## src/rtl/fg_pkg.sv

```systemverilog
package fg_pkg;

    // Mode register layout; bit positions are decoded by the strobe selector
    typedef struct packed {
        logic ever;
        logic pver;
        logic erase;
        logic prog;
    } mode_t;

    localparam int MODE_W = $bits(mode_t);

    // Fault-cause vector ordering used by the fault tracker
    typedef struct packed {
        logic bus_loss;
        logic sleep;
        logic exc;
        logic flash_rd;
    } cause_t;

endpackage

```

## src/rtl/fg_regs.sv

```systemverilog
module fg_regs #(
    parameter int DATA_W = 8,
    parameter int NBSEL  = 2,
    parameter int ADDR_W = 2
) (
    input  logic              clk,
    input  logic              rst_n,
    input  logic              hw_stby,
    input  logic              wr_en,
    input  logic [ADDR_W-1:0] wr_addr,
    input  logic [DATA_W-1:0] wr_data,
    input  logic [ADDR_W-1:0] rd_addr,
    input  logic              fault_q,
    output fg_pkg::mode_t     mode_o,
    output logic              bsel_any,
    output logic [DATA_W-1:0] rd_data
);
    localparam int MODE_W  = fg_pkg::MODE_W;
    localparam int BSEL_LO = 2;

    typedef struct packed {
        fg_pkg::mode_t                     mode;
        logic [NBSEL-1:0][DATA_W-1:0]      bsel;
    } regs_t;

    regs_t regs_d, regs_q;

    always_comb begin
        regs_d = regs_q;
        if (wr_en) begin
            if (wr_addr == ADDR_W'(0)) begin
                regs_d.mode = fg_pkg::mode_t'(wr_data[MODE_W-1:0]);
            end
            for (int i = 0; i < NBSEL; i++) begin
                if (wr_addr == ADDR_W'(i + BSEL_LO)) begin
                    regs_d.bsel[i] = wr_data;
                end
            end
        end
        if (hw_stby) begin
            regs_d = '0;
        end
    end

    always_ff @(posedge clk or negedge rst_n) begin
        if (!rst_n) begin
            regs_q <= '0;
        end else begin
            regs_q <= regs_d;
        end
    end

    always_comb begin
        rd_data = '0;
        if (rd_addr == ADDR_W'(0)) begin
            rd_data[MODE_W-1:0] = regs_q.mode;
        end
        if (rd_addr == ADDR_W'(1)) begin
            rd_data[0] = fault_q;
        end
        for (int i = 0; i < NBSEL; i++) begin
            if (rd_addr == ADDR_W'(i + BSEL_LO)) begin
                rd_data = regs_q.bsel[i];
            end
        end
    end

    assign mode_o   = regs_q.mode;
    assign bsel_any = |regs_q.bsel;

endmodule

```

## src/rtl/fg_sel.sv

```systemverilog
module fg_sel (
    input  fg_pkg::mode_t mode,
    input  logic          bsel_any,
    input  logic          fault_q,
    output fg_pkg::mode_t strobe
);
    logic want_prog, want_erase;

    always_comb begin
        want_prog  = mode.prog & ~fault_q;
        want_erase = mode.erase & bsel_any & ~fault_q;
        strobe     = '0;
        if (want_prog) begin
            strobe.prog = 1'b1;
        end else if (want_erase) begin
            strobe.erase = 1'b1;
        end else if (mode.pver) begin
            strobe.pver = 1'b1;
        end else if (mode.ever) begin
            strobe.ever = 1'b1;
        end
    end

endmodule

```

## src/rtl/fg_fault.sv

```systemverilog
module fg_fault (
    input  logic           clk,
    input  logic           rst_n,
    input  logic           hw_stby,
    input  logic           pe_live,
    input  fg_pkg::cause_t cause,
    input  logic           exc_is_rst,
    output logic           fault_q,
    output logic           abort_q
);
    typedef struct packed {
        logic fault;
        logic abort;
    } st_t;

    st_t  st_d, st_q;
    logic hit;

    always_comb begin
        hit = pe_live & (cause.flash_rd | (cause.exc & ~exc_is_rst)
                         | cause.sleep | cause.bus_loss);
        st_d       = st_q;
        st_d.abort = 1'b0;
        if (hit && !st_q.fault) begin
            st_d.fault = 1'b1;
            st_d.abort = 1'b1;
        end
        if (hw_stby) begin
            st_d = '0;
        end
    end

    always_ff @(posedge clk or negedge rst_n) begin
        if (!rst_n) begin
            st_q <= '0;
        end else begin
            st_q <= st_d;
        end
    end

    assign fault_q = st_q.fault;
    assign abort_q = st_q.abort;

endmodule

```

## src/rtl/flash_guard.sv

```systemverilog
module flash_guard #(
    parameter  int DATA_W = 8,
    parameter  int NBSEL  = 2,
    localparam int ADDR_W = $clog2(NBSEL + 2)
) (
    input  logic              clk,
    input  logic              rst_n,
    input  logic              hw_stby,
    input  logic              wr_en,
    input  logic [ADDR_W-1:0] wr_addr,
    input  logic [DATA_W-1:0] wr_data,
    input  logic [ADDR_W-1:0] rd_addr,
    output logic [DATA_W-1:0] rd_data,
    input  logic              ev_flash_rd,
    input  logic              ev_exc,
    input  logic              ev_exc_rst,
    input  logic              ev_sleep,
    input  logic              ev_bus_loss,
    output logic              fault,
    output logic              strb_prog,
    output logic              strb_erase,
    output logic              strb_pver,
    output logic              strb_ever,
    output logic              abort
);
    fg_pkg::mode_t  mode, strobe;
    fg_pkg::cause_t cause;
    logic           bsel_any;
    logic           fault_q, abort_q;

    assign cause = '{bus_loss: ev_bus_loss, sleep: ev_sleep,
                     exc: ev_exc, flash_rd: ev_flash_rd};

    fg_regs #(.DATA_W(DATA_W), .NBSEL(NBSEL), .ADDR_W(ADDR_W)) u_regs (
        .clk(clk), .rst_n(rst_n), .hw_stby(hw_stby),
        .wr_en(wr_en), .wr_addr(wr_addr), .wr_data(wr_data),
        .rd_addr(rd_addr), .fault_q(fault_q),
        .mode_o(mode), .bsel_any(bsel_any), .rd_data(rd_data)
    );

    fg_sel u_sel (
        .mode(mode), .bsel_any(bsel_any), .fault_q(fault_q), .strobe(strobe)
    );

    fg_fault u_fault (
        .clk(clk), .rst_n(rst_n), .hw_stby(hw_stby),
        .pe_live(strobe.prog | strobe.erase),
        .cause(cause), .exc_is_rst(ev_exc_rst),
        .fault_q(fault_q), .abort_q(abort_q)
    );

    assign fault      = fault_q;
    assign abort      = abort_q;
    assign strb_prog  = strobe.prog;
    assign strb_erase = strobe.erase;
    assign strb_pver  = strobe.pver;
    assign strb_ever  = strobe.ever;

endmodule

```

## config.mk

```make
export PLATFORM = sky130hd
export DESIGN_NAME = flash_guard
export DESIGN_NICKNAME = d
export VERILOG_FILES = /design/src/rtl/fg_pkg.sv /design/src/rtl/fg_regs.sv /design/src/rtl/fg_sel.sv /design/src/rtl/fg_fault.sv /design/src/rtl/flash_guard.sv
export SDC_FILE = /design/constraint.sdc
export NUM_CORES = 1
export LEC_CHECK = 0
export ABC_AREA = 1
export CAP_MARGIN = 20
export CORE_UTILIZATION = 47
export DETAILED_ROUTE_END_ITERATION = 8
export GPL_TIMING_DRIVEN = 1
export PLACE_DENSITY = 0.8
export SYNTH_ARGS = -nofsm -noshare
export SYNTH_HDL_FRONTEND = slang
export SYNTH_SLANG_ARGS = --single-unit
```

## constraint.sdc

```tcl
create_clock -name clk -period 1.4 [get_ports clk]
set_input_delay 0.28 -clock clk [delete_from_list [all_inputs] [get_ports clk]]
set_output_delay 0.28 -clock clk [all_outputs]
set_load 0.01 [all_outputs]
```

==> impl_metrics.tcl <==
set metrics [dict create \
    cts_max_level 1 \
    final_common_cell "buf_4" \
    netlist_instances 157 \
    powerDensity_nw_per_um2 938 \
    place_ws_ps -752 \
    hpwl_um 2520 \
    setup_ws_ps -390 \
    synthTopCellsByArea "dfrtp_1, o21ai_2, nand2_1, inv_1, nor2_1" \
    netlist_area_um2 1260 \
    max_freq_mhz 559 \
    min_period_ps 1790 \
    grt_max_degree 23 \
    die-height_um 53.8 \
    instances_no_fill 259 \
    drt-total-wl_um 3930 \
    antenna_cells 0 \
    path_clk_slew_ps 140 \
    initial_core_util 0.505 \
    remaining_drc_errors 0 \
    drtAntennaViolNets 0 \
    status "finished with violations" \
    hold_buffers 0 \
    cts_buffers 3 \
    crit_type "flop to output port" \
    violations "negative setup slack" \
    grt_antenna_before_repair 0 \
    nNetsFinal 251 \
    area_growth_pct 57.8 \
    clock_skew_ps 6.75 \
    clk_latency_ps 320 \
    io_buffers 34 \
    p_leak_nw 1.01 \
    yosysSeqAreaShare 0.437 \
    cts_tree "built" \
    relSlewSlack 0.798 \
    r2r_slack_ps -120 \
    power.total_mw 1.87 \
    rsz0062_at_grt "true" \
    synth_cell_types 20 \
    core_um2 2500 \
    yosysWarnings 0 \
    cts-root-buf "clkbuf_4" \
    gp_congestion 0.883 \
    cp.required_ps 1120 \
    synth_top_area_frac 0.437 \
    worst_pin_slew_ps 301 \
    drt_iter0_drc 26 \
    min_path_type "input pin to asynchronous set/reset pin" \
    synth_top_cell_by_area "dfrtp_1" \
    viasPerCell 5.11 \
    cp_max_fo 3 \
    grt_pass1_wl_um 5650 \
    syn_nets 178 \
    drt_pass1_iterations 4 \
    placed_cells_incl_taps 246 \
    overflow 0 \
    grtUsageTotal 0.280 \
    setup_viol 11 \
    drive_gt1_frac 0.472 \
    worstReg2RegEnd "u_fault.fault_q" \
    vias 1323 \
    fin_tns_setup_ps -1620 \
    clk_path_buf_depth 2 \
    ir_worst_vdd_v 0.000691 \
    cp-end-kind "output port" \
    fin_crit_sh 1.28 \
    post-route-cell-area_um2 1990 \
    dpl_cell_area_um2 1810 \
    clock-sinks 22 \
    r2r_start "u_regs.regs_q[1]" \
    crit_arrival_ps 1510 \
    start_kind "flop" \
    drv_slew 0 \
    layout_common_cells "buf_4, nand2_1, nor2_1, dfrtp_1, inv_1" \
    rows 18 \
    avgSynthCellArea_um2 8.03 \
    maxCapViolations 0 \
    grt_pass1_vias 1281 \
    die_w_um 53.8 \
    hold_viol 0 \
    die_area_um2 2890 \
    io_pins 35 \
    avgRoutedWirePerCell_um 15.2 \
    reg2reg_depth 11 \
    ys_seq_elements 22 \
]
==> registers in the layout, summed over array words and instances, names as in the netlist <==
| name | flops |
|---|---|
| u_fault.abort_q | 1 |
| u_fault.fault_q | 1 |
| u_regs.mode_o | 4 |
| u_regs.regs_q | 16 |
==> final cells by class <==
class / count / area, um^2
tap: 30 / 37.5
timing repair buffer: 71 / 581
multi-input combinational: 99 / 623
sequential: 22 / 551
clock inverter: 1 / 30.0
inverter: 33 / 146
clock buffer: 3 / 22.5
fill: 145 / 509
==> cell usage after synthesis (all sizes together) <==
cell     instances
clkinv           1
nor2            26
inv             32
o2111ai          1
nand3b           1
dfrtp           22
o22ai            4
nand3            2
o21ai           19
nor3             1
o221ai           3
mux2             2
nand2           40
buf              3
==> report_power, final <==
group	internal, mW	total [mW]	switching [mW]
Clock	0.289	0.510	0.221
Combinational	0.320	0.625	0.304
Sequential	0.692	0.733	0.0404
==> critical path, stage by stage, from the launching register on <==
cell and delay [ps]:
dfrtp_1 440, nor2_1 120, nand2_1 70, nor2_1 90
nand2_1 90, nand2_2 100, nand2_2 60, nor2_1 90
buf_2 130
==> repair_timing <==
action | CTS | global route
buffers inserted | 6 | 9
setup endpoints to repair | 14 | 15
pin swaps | 8 | 11
gates resized for setup | 82 | 22
==> kinds of logic (layout without fill, tap and decap cells) <==
logic type,after synthesis,count (layout),synth area share
flip-flops,22,22,0.437
AND/OR/NAND/NOR,70,70,0.238
AO/OA/AOI/OAI,27,27,0.168
buffers and inverters,36,108,0.134
multiplexers,2,2,0.0238
==> stage by stage <==
stage / hold WS (ps) / util
final: 288 / 0.796
after global routing: 308 / 0.796
after CTS: 304 / 0.760
after detailed placement: 541 / 0.725
after global placement: 533 / 0.725
after floorplan: -15.6 / -
==> routing by layer <==
layer  vias up  global-route usage  share of wire
li1        626                   -              -
met1       632               0.325           0.39
met2        51               0.492           0.53
met3        14              0.0508          0.043
met4         0               0.132          0.032
met5         -                   0              0
==> worst max path at each step <==
stage | from | to | slack, ps | cells past startpoint
final | u_regs.regs_q[1] | strb_pver | -390 | 8
after global routing | u_regs.regs_q[5] | strb_pver | -480 | 8
after CTS | u_regs.regs_q[14] | strb_ever | -340 | 8
after detailed placement | rd_addr[1] | rd_data[1] | -750 | 6
after global placement | rd_addr[1] | rd_data[1] | -690 | 6
after floorplan | u_regs.regs_q[15] | strb_ever | 180 | 7
Power figures use the tool's default switching activity.
